[src/rtl/gpio_port_pkg.sv]
package gpio_port_pkg;
    typedef enum logic [1:0] {
        SEL_PINS  = 2'd0,
        SEL_LATCH = 2'd1,
        SEL_DIR   = 2'd2,
        SEL_ANSEL = 2'd3
    } reg_sel_e;

    typedef enum logic {
        BUS_IDLE = 1'b0,
        BUS_RESP = 1'b1
    } bus_state_e;
endpackage

[src/rtl/gpio_in_sync.sv]
module gpio_in_sync #(
    parameter int WIDTH  = 8,
    parameter int STAGES = 2
) (
    input  logic             clk,
    input  logic             rst_n,
    input  logic [WIDTH-1:0] raw_in,
    output logic [WIDTH-1:0] sync_out
);
    logic [WIDTH-1:0] stage_q [STAGES];

    always_ff @(posedge clk or negedge rst_n) begin
        if (!rst_n) begin
            for (int s = 0; s < STAGES; s++) stage_q[s] <= '0;
        end else begin
            stage_q[0] <= raw_in;
            for (int s = 1; s < STAGES; s++) stage_q[s] <= stage_q[s-1];
        end
    end

    assign sync_out = stage_q[STAGES-1];
endmodule

[src/rtl/gpio_reg_store.sv]
module gpio_reg_store
    import gpio_port_pkg::*;
#(
    parameter int               WIDTH   = 8,
    parameter logic [WIDTH-1:0] DIR_RST = '1,
    parameter logic [WIDTH-1:0] LAT_RST = '0,
    parameter logic [WIDTH-1:0] ANA_RST = '0
) (
    input  logic             clk,
    input  logic             rst_n,
    input  logic             wr_en,
    input  reg_sel_e         sel,
    input  logic [WIDTH-1:0] wdata,
    output logic [WIDTH-1:0] lat_q,
    output logic [WIDTH-1:0] dir_q,
    output logic [WIDTH-1:0] ana_q
);
    always_ff @(posedge clk or negedge rst_n) begin
        if (!rst_n) begin
            lat_q <= LAT_RST;
            dir_q <= DIR_RST;
            ana_q <= ANA_RST;
        end else if (wr_en) begin
            unique case (sel)
                SEL_PINS,
                SEL_LATCH: lat_q <= wdata;
                SEL_DIR:   dir_q <= wdata;
                SEL_ANSEL: ana_q <= wdata;
            endcase
        end
    end
endmodule

[src/rtl/gpio_bus_fsm.sv]
module gpio_bus_fsm
    import gpio_port_pkg::*;
#(
    parameter int WIDTH = 8
) (
    input  logic             clk,
    input  logic             rst_n,
    input  logic             rd_en,
    input  reg_sel_e         sel,
    input  logic [WIDTH-1:0] pins_view,
    input  logic [WIDTH-1:0] lat_view,
    input  logic [WIDTH-1:0] dir_view,
    input  logic [WIDTH-1:0] ana_view,
    output logic [WIDTH-1:0] rdata,
    output logic             rd_valid
);
    bus_state_e       state_q, state_d;
    logic [WIDTH-1:0] word_d, word_q;

    always_comb begin
        unique case (state_q)
            BUS_IDLE: state_d = rd_en ? BUS_RESP : BUS_IDLE; // T_ISSUE
            BUS_RESP: state_d = rd_en ? BUS_RESP : BUS_IDLE; // T_CHAIN / T_DRAIN
            default:  state_d = BUS_IDLE;
        endcase
    end

    always_comb begin
        unique case (sel)
            SEL_PINS:  word_d = pins_view;
            SEL_LATCH: word_d = lat_view;
            SEL_DIR:   word_d = dir_view;
            SEL_ANSEL: word_d = ana_view;
        endcase
    end

    always_ff @(posedge clk or negedge rst_n) begin
        if (!rst_n) state_q <= BUS_IDLE;
        else        state_q <= state_d;
    end

    always_ff @(posedge clk or negedge rst_n) begin
        if (!rst_n)     word_q <= '0;
        else if (rd_en) word_q <= word_d;
    end

    assign rd_valid = (state_q == BUS_RESP);
    assign rdata    = rd_valid ? word_q : '0;
endmodule

[src/rtl/gpio_port_bank.sv]
module gpio_port_bank
    import gpio_port_pkg::*;
#(
    parameter int               WIDTH    = 8,
    parameter int               OSC_PINS = 2,
    parameter int               SYNC_LEN = 2,
    parameter logic [WIDTH-1:0] ANA_RST  = 8'h3F
) (
    input  logic             clk,
    input  logic             rst_n,
    input  logic             wr_en,
    input  logic             rd_en,
    input  logic [1:0]       addr,
    input  logic [WIDTH-1:0] wdata,
    output logic [WIDTH-1:0] rdata,
    output logic             rd_valid,
    input  logic             osc_claim,
    input  logic [WIDTH-1:0] pad_in,
    output logic [WIDTH-1:0] pad_out,
    output logic [WIDTH-1:0] pad_oe
);
    localparam int LOW_PINS = WIDTH - OSC_PINS;

    reg_sel_e         sel;
    logic [WIDTH-1:0] lat_q, dir_q, ana_q, pins_sync, keep_mask;

    assign sel = reg_sel_e'(addr);

    for (genvar i = 0; i < WIDTH; i++) begin : g_mask
        if (i >= LOW_PINS) begin : g_osc
            assign keep_mask[i] = ~osc_claim;
        end else begin : g_plain
            assign keep_mask[i] = 1'b1;
        end
    end

    gpio_in_sync #(.WIDTH(WIDTH), .STAGES(SYNC_LEN)) u_sync (
        .clk(clk), .rst_n(rst_n), .raw_in(pad_in), .sync_out(pins_sync)
    );

    gpio_reg_store #(
        .WIDTH(WIDTH), .DIR_RST('1), .LAT_RST('0), .ANA_RST(ANA_RST)
    ) u_store (
        .clk(clk), .rst_n(rst_n), .wr_en(wr_en), .sel(sel), .wdata(wdata),
        .lat_q(lat_q), .dir_q(dir_q), .ana_q(ana_q)
    );

    gpio_bus_fsm #(.WIDTH(WIDTH)) u_bus (
        .clk(clk), .rst_n(rst_n), .rd_en(rd_en), .sel(sel),
        .pins_view(pins_sync & ~ana_q & keep_mask),
        .lat_view(lat_q & keep_mask),
        .dir_view(dir_q & keep_mask),
        .ana_view(ana_q),
        .rdata(rdata), .rd_valid(rd_valid)
    );

    assign pad_out = lat_q;
    assign pad_oe  = ~dir_q & keep_mask;
endmodule

[config.mk]
export PLATFORM = sky130hd
export DESIGN_NAME = gpio_port_bank
export DESIGN_NICKNAME = d
export VERILOG_FILES = /design/src/rtl/gpio_port_pkg.sv /design/src/rtl/gpio_in_sync.sv /design/src/rtl/gpio_reg_store.sv /design/src/rtl/gpio_bus_fsm.sv /design/src/rtl/gpio_port_bank.sv
export SDC_FILE = /design/constraint.sdc
export NUM_CORES = 1
export LEC_CHECK = 0
export ABC_AREA = 1
export BUFFER_PORTS_ARGS = -buffer_cell sky130_fd_sc_hd__clkbuf_2
export CAP_MARGIN = 20
export CORE_MARGIN = 2
export CORE_UTILIZATION = 45
export CTS_CLUSTER_SIZE = 40
export DETAILED_ROUTE_END_ITERATION = 7
export PLACE_DENSITY = 0.79
export SLEW_MARGIN = 20
export SYNTH_ARGS = -nofsm -noshare
export SYNTH_HDL_FRONTEND = slang
export SYNTH_SLANG_ARGS = --single-unit
[constraint.sdc]
create_clock -name clk -period 1.1 [get_ports clk]
set_input_delay 0.11 -clock clk [delete_from_list [all_inputs] [get_ports clk]]
set_output_delay 0.11 -clock clk [all_outputs]
set_load 0.1 [all_outputs]
==> run_results.csv, run 1 <==
group,metric,value,unit
status,status,"finished with violations",
status,violations,"setup timing",
synthesis,ys_ff_latch,49,
finish,drive_above_1_share,0.472,
setup_path,crit_required,0.99,ns
placed_design,portBuffers,47,
routing,viasPerCell,5.13,
synthesis,synth_cell_types,21,
synthesis,syn_inst,224,
setup_path,criticalPathCategory,"reg -> out",
power,power_leakage,0.00151,uW
synthesis,ys_warn_count,0,
global_route,grt_max_degree,50,
routing,drc_errors,0,
setup_path,timing.rr.start,"u_store.dir_q[6]$_DFFE_PN1P_",
placed_design,place.gp.congestion,0.849,
power,vdd_drop_max,1.10,mV
timing,drv_slew,0,
routing,drtIter0Drc,166,
power,total_power,5550,uW
global_route,grt_first_pass_wirelength,8.62,mm
synthesis,avgSynthCellArea,9.31,sq um
routing,routed_wl,5.35,mm
setup_path,worst_path_max_delay_cell,"dfrtp_4",
global_route,grt_overflow_total,0,
hold_path,hold_class,"in -> reg",
die,start_util,0.473,
placed_design,placed_cells,325,
hold_path,holdPathStages,3,
setup_path,cp_cell_sequence,"nand2_2 > clkinvlp_4 > buf_12",
setup_path,cp_top_family,"flip-flops",
die,core,4410,sq um
hold_path,min_to,"u_store.dir_q[4]$_DFFE_PN1P_",
die,num_rows,24,
global_route,antenna_found_initial,0,
cts,clkTransAtPathRegs,0.09,ns
flow_run,maxCapViolCount,0,
timing,clock_skew,0.00626,ns
routing,ant_nets,0,
timing,rsz0062_at_grt,"yes",
global_route,grt_usage,0.221,
placed_design,dpl.hpwl,3.44,mm
setup_path,cp-end-kind,"output pin",
die,dieHeight,72.1,microns
setup_path,reg2reg_to,"u_bus.word_q[6]$_DFFE_PN0P_",
setup_path,critPathBufInv,2,
setup_path,r2r_cells,5,
die,fp.dieW,72.1,microns
setup_path,cp_max_fo,9,
finish,antennaDiodeCount,0,
cts,ctsRootBufferMaster,"clkbuf_8",
synthesis,syn_nets,251,
finish,syn2layout_area_growth,54.9,%
finish,fin_nets,331,
setup_path,worst-r2r-setup-slack,0.01,ns
power,powerDensity,1720,nW/um^2
cts,clock_path_buffers,2,
timing,finalHoldViolations,0,
finish,finalNonFillerCells,357,
cts,numCtsBuffers,5,
routing,routedWlPerCell,15.0,microns
setup_path,crit_arrival,1.22,ns
timing,max_slew_margin,0.772,
synthesis,seq_area_frac_synth,0.596,
synthesis,synth_area,2090,sq um
timing,setup_viol,17,
timing,period_minus_slack,1.33,ns
timing,fin_ws,-0.228,ns
timing,finalCritPeriodShare,1.21,
cts,numClockSinks,49,
timing,tightest_slew,0.340,ns
global_route,grt_pass1_vias,1795,
cts,worstSkewPairLatency,0.30,ns
cts,htreeDepth,2,
die,dieArea,5200,sq um
setup_path,slowest_delay,0.55,ns
cts,cts_tree,"yes",
die,io-pin-count,48,
timing,fmax,753,MHz
hold_path,hp-start,"wdata[4]",
setup_path,start_kind,"flop",
routing,firstDrtPassIters,4,
routing,route.vias.total,1831,
## cell families after synthesis
kind of cell,Yosys count,share of synthesized area
adder cells (fa/ha/maj),4,0.0240
buffers and inverters,41,0.0894
AND/OR/NAND/NOR,95,0.194
AO/OA/AOI/OAI,35,0.0966
flip-flops,49,0.596
## sequential cells by signal, indices dropped and copies added (netlist names)
register         flops
u_store.dir_q        8
u_bus.word_q         8
u_bus.rd_valid       1
u_store.lat_q        8
u_store.ana_q        8
u_sync.sync_out      8
u_sync.stage_q       8
## cells in the mapped netlist
cell / count / share of area
nand3_1: 8 / 0.019
a31oi_1: 6 / 0.018
a21oi_1: 2 / 0.0048
dfrtp_1: 35 / 0.42
nor2_1: 11 / 0.020
ha_1: 4 / 0.024
o21ai_2: 2 / 0.0084
clkbuf_1: 1 / 0.0018
dfstp_2: 14 / 0.18
nand2_2: 4 / 0.012
nand2_1: 64 / 0.12
buf_2: 4 / 0.0096
o21ai_1: 22 / 0.053
nand3b_1: 6 / 0.022
buf_4: 1 / 0.0036
o21ai_4: 1 / 0.0078
nand4_1: 2 / 0.0060
inv_1: 31 / 0.056
clkinv_2: 1 / 0.0024
o21ai_0: 2 / 0.0048
buf_6: 3 / 0.016
## metrics by stage
| stage | cell area, sq um | setup WS (ns) | util | hold WS (ns) | setup TNS, ns |
|---|---|---|---|---|---|
| after global routing | 3230 | -0.269 | 0.732 | 0.0377 | -3.31 |
| after floorplan | 2180 | -0.308 | - | -0.186 | -2.46 |
| after CTS | 3130 | -0.237 | 0.710 | 0.0303 | -2.65 |
| after global placement | 2890 | -0.0116 | 0.654 | 0.112 | -0.0443 |
| after detailed placement | 2890 | -0.103 | 0.654 | 0.116 | -0.975 |
| final | 3230 | -0.228 | 0.732 | 0.0342 | -2.60 |
## per-layer routing
metal / GRT usage / vias to the layer above / part of all wire
met5: 0 / - / 0
met4: 0.0901 / 0 / 0.028
met3: 0.0486 / 16 / 0.055
met2: 0.353 / 79 / 0.51
met1: 0.295 / 880 / 0.41
li1: - / 856 / -
## how the worst max path moves through the flow
| stage | start | endpoint | slack [ns] | cells past startpoint |
|---|---|---|---|---|
| finish | u_bus.rd_valid$_DFF_PN0_ | rdata[2] | -0.23 | 3 |
| global route | u_bus.rd_valid$_DFF_PN0_ | rdata[2] | -0.27 | 3 |
| CTS | u_bus.rd_valid$_DFF_PN0_ | rdata[2] | -0.24 | 3 |
| detailed placement | addr[1] | u_bus.word_q[3]$_DFFE_PN0P_ | -0.10 | 8 |
| global placement | addr[1] | u_bus.word_q[5]$_DFFE_PN0P_ | -0.01 | 8 |
| floorplan | u_bus.rd_valid$_DFF_PN0_ | rdata[0] | -0.31 | 3 |
## worst min-delay path: cells and delay by family
kind / cells / cell delay [ns]
buffers and inverters: 2 / 0.16
AO/OA/AOI/OAI: 1 / 0.07
## layout make-up
type / count / area, sq um
Clock inverter: 1 / 7.51
Tap cell: 52 / 65.1
Timing Repair Buffer: 82 / 940
Clock buffer: 7 / 76.3
Fill cell: 285 / 1180
Multi-Input combinational cell: 134 / 732
Sequential cell: 49 / 1260
Inverter: 32 / 151
## where the power goes
group / internal, uW / switching [uW]
Sequential: 2090 / 206
Combinational: 852 / 1380
Clock: 450 / 572
Total: 3390 / 2160
## cell usage in the layout (no fill, tap or decap)
cell,n
a21oi_1,1
a21oi_2,1
a31oi_1,6
buf_12,27
buf_4,19
buf_6,5
clkbuf_1,2
clkbuf_2,22
clkbuf_8,5
clkinv_2,1
clkinvlp_4,9
dfrtp_1,26
dfrtp_2,7
dfrtp_4,2
dfstp_2,14
dlygate4sd3_1,9
ha_1,4
inv_1,17
inv_2,6
nand2_1,51
nand2_2,16
nand2_4,1
nand3_1,4
nand3_2,4
nand3b_1,6
nand4_1,2
nor2_1,9
nor2_4,2
o21ai_0,2
o21ai_1,22
o21ai_2,2
o21ai_4,1
## repair_timing
item,in CTS,in global routing
pin swaps,1,11
setup buffers,10,5
endpoints found under the hold margin,43,0
hold buffers,9,0
gates resized for setup,6,16
endpoints found under the setup margin,18,23
Note: power is estimated with default switching activity, not from simulation.
==> run 2: changes to the inputs <==
==> constraint.sdc (replaced) <==
create_clock -name clk -period 1.1 [get_ports clk]
set_input_delay 0.11 -clock clk [delete_from_list [all_inputs] [get_ports clk]]
set_output_delay 0.11 -clock clk [all_outputs]
set_load 0.01 [all_outputs]
==> run_results.csv, run 2 (synthesized netlist as in run 1, its figures left out) <==
group,metric,value,unit
status,status,"finished with violations",
status,violations,"setup timing",
setup_path,worst_path_max_delay_cell,"dfstp_2",
finish,fin_nets,324,
setup_path,critPathLaunch,"u_store.dir_q[6]$_DFFE_PN1P_",
finish,fin_area,2760,sq um
setup_path,criticalPathCategory,"reg -> out",
cts,ctsRootBufferMaster,"clkbuf_8",
finish,final_cell_mix,"61 x nand2_1, 41 x clkbuf_2, 34 x dfrtp_1",
die,num_rows,24,
cts,cts_tree,"yes",
die,dieArea,5200,sq um
setup_path,cp_cell_sequence,"nor2_1 > clkbuf_2",
power,powerDensity,1540,nW/um^2
timing,clock_skew,0.00703,ns
routing,ant_nets,0,
setup_path,start_kind,"flop",
cts,numCtsBuffers,5,
routing,viasPerCell,4.90,
placed_design,portBuffers,47,
setup_path,timing.rr.start,"u_store.dir_q[6]$_DFFE_PN1P_",
timing,fin_ws,-0.0392,ns
setup_path,cp_max_fo,2,
routing,routedWlPerCell,13.3,microns
cts,clock_path_buffers,2,
die,fp.dieW,72.1,microns
timing,finalCritPeriodShare,1.04,
placed_design,dpl_cell_area,2430,sq um
cts,htreeDepth,2,
setup_path,slowest_delay,0.55,ns
global_route,grt_overflow_total,0,
finish,layout_commonest_cell,"nand2_1",
die,dieHeight,72.1,microns
timing,period_minus_slack,1.14,ns
timing,drv_slew,0,
placed_design,post-place-ws,-0.0727,ns
cts,worstSkewPairLatency,0.30,ns
timing,max_slew_margin,0.757,
global_route,grt_usage,0.193,
routing,drc_errors,0,
timing,finalHoldViolations,0,
timing,tightest_slew,0.364,ns
setup_path,cp-end-kind,"output pin",
flow_run,maxCapViolCount,0,
global_route,antenna_found_initial,0,
cts,numClockSinks,49,
global_route,grt_max_degree,22,
routing,firstDrtPassIters,4,
routing,drtIter0Drc,93,
cts,clkTransAtPathRegs,0.09,ns
placed_design,place.gp.congestion,0.858,
power,vdd_drop_max,0.682,mV
die,start_util,0.473,
timing,rsz0062_at_grt,"yes",
die,core,4410,sq um
routing,routed_wl,4.64,mm
finish,drive_above_1_share,0.366,
timing,fmax,878,MHz
global_route,grt_first_pass_wirelength,7.61,mm
setup_path,crit_arrival,1.03,ns
power,power_leakage,0.00144,uW
global_route,grt_pass1_vias,1632,
finish,syn2layout_area_growth,32.2,%
placed_design,dpl.hpwl,3.20,mm
die,io-pin-count,48,
finish,antennaDiodeCount,0,
hold_path,hold_class,"in -> reg",
timing,setup_viol,9,
setup_path,crit_required,0.99,ns
hold_path,hp-start,"wdata[0]",
routing,route.vias.total,1715,
-- run 2: cell count changes in the layout (fill, tap and decap cells not counted), sizes merged --
cell and delta:
clkbuf +18, clkinvlp -9, inv +8, clkinv +2
buf -26
-- run 2: routing by layer --
| layer | GRT usage | routed length, microns |
|---|---|---|
| met5 | 0 | 0 |
| met1 | 0.254 | 2080 |
| met4 | 0.0839 | 72 |
| met2 | 0.311 | 2260 |
| met3 | 0.0403 | 227 |
-- run 2: path summary, 6_finish.rpt --
| check | cells past startpoint | slack (ns) | endpoint |
|---|---|---|---|
| max | 2 | -0.04 | pad_oe[6] |
| min | 3 | 0.03 | u_store.ana_q[0]$_DFFE_PN1P_ |
| max reg2reg | 5 | 0 | u_bus.word_q[6]$_DFFE_PN0P_ |
| min reg2reg | 0 | 0.35 | u_sync.sync_out[5]$_DFF_PN0_ |
| max in group asynchronous | 3 | 0.35 | u_store.ana_q[2]$_DFFE_PN1P_ |
| min in group asynchronous | 2 | 0.24 | u_store.lat_q[6]$_DFFE_PN0P_ |
-- run 2: power by group --
part           total (uW)  leakage [uW]  switching [uW]  internal, uW
Sequential           2240      0.000564             167          2070
Combinational         908      0.000822             454           453
Clock                1100     0.0000512             588           510
Total                4250       0.00144            1210          3040
-- run 2: stage by stage --
stage	hold slack, ns	instances	TNS, ns	power [uW]	utilization
floorplan	-0.186	224	0	2630	-
global placement	0.0257	323	0	2950	0.550
detailed placement	0.0292	323	-0.305	2980	0.550
CTS	0.0283	348	-0.113	4160	0.606
global route	0.0514	350	-0.693	4440	0.624
finish	0.0318	350	-0.100	4250	0.624
-- run 2: cell type report --
type | instances | area [sq um]
Fill cell | 342 | 1660
Sequential cell | 49 | 1240
Multi-Input combinational cell | 134 | 678
Timing Repair Buffer | 75 | 551
Inverter | 32 | 121
Clock buffer | 6 | 82.6
Tap cell | 52 | 65.1
Clock inverter | 2 | 13.8
-- run 2: repair_timing --
action | 4_1_cts | 5_1_grt
endpoints found under the hold margin | 34 | 0
resized for setup | 2 | 25
pin swaps | 1 | 6
hold buffers | 9 | 0
endpoints found under the setup margin | 16 | 20
setup buffers | 8 | 2
-- run 2: critical path, delay by kind of cell, from the launching register on --
kind / cells / cell delay (ns)
flops: 1 / 0.55
buf+inv: 1 / 0.12
simple gates: 1 / 0.05
==> run 3: changes to the inputs <==
- PLACE_DENSITY: 0.79 -> 0.81
- clock period: 1.1 -> 0.9 ns (I/O delays scaled with it)
==> run_results.csv, run 3 (synthesized netlist as in run 1, its figures left out) <==
group,metric,value,unit
status,status,"finished with violations",
status,violations,"setup timing",
timing,tightest_slew,0.366,ns
cts,cts_tree,"yes",
setup_path,cp_cell_sequence,"buf_6 > nor2_2 > clkbuf_2",
routing,drtIter0Drc,75,
routing,route.vias.total,1828,
global_route,grt_overflow_total,0,
finish,antennaDiodeCount,0,
setup_path,slowest_delay,0.56,ns
cts,worstSkewPairLatency,0.30,ns
cts,numClockSinks,49,
setup_path,critPathBufInv,2,
power,power_leakage,0.00160,uW
hold_path,holdPathStages,3,
die,dieArea,5200,sq um
setup_path,crit_cells,3,
timing,clock_skew,0.00936,ns
setup_path,worst-r2r-setup-slack,-0.16,ns
timing,finalCritPeriodShare,1.33,
finish,layout_commonest_cell,"nand2_1",
hold_path,hp-start,"wdata[5]",
cts,clkTransAtPathRegs,0.09,ns
routing,viasPerCell,4.97,
setup_path,timing.rr.start,"u_store.dir_q[7]$_DFFE_PN1P_",
setup_path,endpoint,"pad_oe[6]",
finish,syn2layout_area_growth,49.7,%
global_route,grt_max_degree,50,
setup_path,criticalPathCategory,"reg -> out",
die,num_rows,24,
routing,routed_wl,5.37,mm
die,io-pin-count,48,
setup_path,start_kind,"flop",
setup_path,crit_required,0.81,ns
global_route,grt_usage,0.208,
global_route,antenna_found_initial,0,
cts,numCtsBuffers,5,
routing,firstDrtPassIters,4,
routing,ant_nets,0,
finish,finalNonFillerCells,368,
flow_run,maxCapViolCount,0,
die,start_util,0.473,
setup_path,cp_top_family,"flip-flops",
timing,max_slew_margin,0.756,
timing,finalHoldViolations,0,
timing,setup_viol,39,
finish,fin_nets,342,
power,total_power,5520,uW
timing,drv_slew,0,
timing,rsz0062_at_grt,"yes",
cts,clock_path_buffers,2,
die,core,4410,sq um
hold_path,hold_class,"in -> reg",
setup_path,cp-end-kind,"output pin",
placed_design,placed_cells,332,
setup_path,cp_max_fo,2,
setup_path,reg2reg_to,"u_bus.word_q[7]$_DFFE_PN0P_",
finish,fill_cells,315,
setup_path,r2r_cells,5,
routing,drc_errors,0,
finish,final_cell_mix,"39 x nand2_1, 37 x clkbuf_2, 35 x dfrtp_1",
setup_path,crit_arrival,1.11,ns
setup_path,critPathLaunch,"u_store.dir_q[6]$_DFFE_PN1P_",
timing,fmax,833,MHz
placed_design,place.gp.congestion,0.861,
setup_path,worst_path_max_delay_cell,"dfstp_2",
global_route,grt_first_pass_wirelength,8.25,mm
global_route,grt_pass1_vias,1721,
cts,ctsRootBufferMaster,"clkbuf_8",
routing,routedWlPerCell,14.6,microns
power,powerDensity,1770,nW/um^2
placed_design,portBuffers,47,
die,fp.dieW,72.1,microns
timing,finalSetupTns,-5.43,ns
cts,htreeDepth,2,
power,vdd_drop_max,1.16,mV
finish,finish.utilization,0.707,
timing,period_minus_slack,1.20,ns
placed_design,dpl.hpwl,3.22,mm
die,dieHeight,72.1,microns
timing,fin_ws,-0.300,ns
finish,drive_above_1_share,0.528,
-- run 3: worst min-delay path by stage --
stage,to,slack [ns]
floorplan,u_bus.rd_valid$_DFF_PN0_,-0.21
global placement,u_sync.stage_q[15]$_DFF_PN0_,0.09
detailed placement,u_sync.stage_q[15]$_DFF_PN0_,0.1
CTS,u_store.ana_q[4]$_DFFE_PN1P_,0.009
global route,u_store.dir_q[3]$_DFFE_PN1P_,0.03
finish,u_store.dir_q[5]$_DFFE_PN1P_,0.03
-- run 3: power breakdown --
| group | leakage [uW] | internal (uW) | switching [uW] |
|---|---|---|---|
| Combinational | 0.000994 | 804 | 707 |
| Clock | 0.0000385 | 551 | 723 |
| Sequential | 0.000565 | 2530 | 204 |
-- run 3: repair_timing --
action,4_1_cts,5_1_grt
pin swaps,8,19
endpoints found under the hold margin,43,0
hold buffers,9,0
cloned,0,0
endpoints found under the setup margin,33,38
buffers inserted,14,6
resized for setup,31,62
-- run 3: cell type report --
| type | instances | area, sq um | area share |
|---|---|---|---|
| sequential | 49 | 1240 | 0.398 |
| multi-input combinational | 134 | 835 | 0.267 |
| timing repair buffer | 93 | 754 | 0.242 |
| inverter | 32 | 141 | 0.0453 |
| clock buffer | 7 | 76.3 | 0.0244 |
| tap | 52 | 65.1 | 0.0208 |
| clock inverter | 1 | 7.51 | 0.00240 |
-- run 3: through the flow --
step / instance area [sq um] / hold slack (ns) / worst slack (ns)
floorplan: 2120 / -0.206 / -0.0179
global placement: 2520 / 0.0925 / -0.263
detailed placement: 2520 / 0.0972 / -0.304
CTS: 2880 / 0.00911 / -0.291
global route: 3120 / 0.0251 / -0.335
finish: 3120 / 0.0251 / -0.300
-- run 3: layer usage --
metal | share of wire | GRT usage
met3 | 0.043 | 0.0472
met5 | 0 | 0
met2 | 0.54 | 0.353
met4 | 0.0060 | 0.0503
met1 | 0.41 | 0.272
-- run 3: worst min-delay path, delay by kind of cell --
kind                   cells  cell delay (ns)
AOI/OAI and AO/OA          1             0.07
buffers and inverters      2             0.17
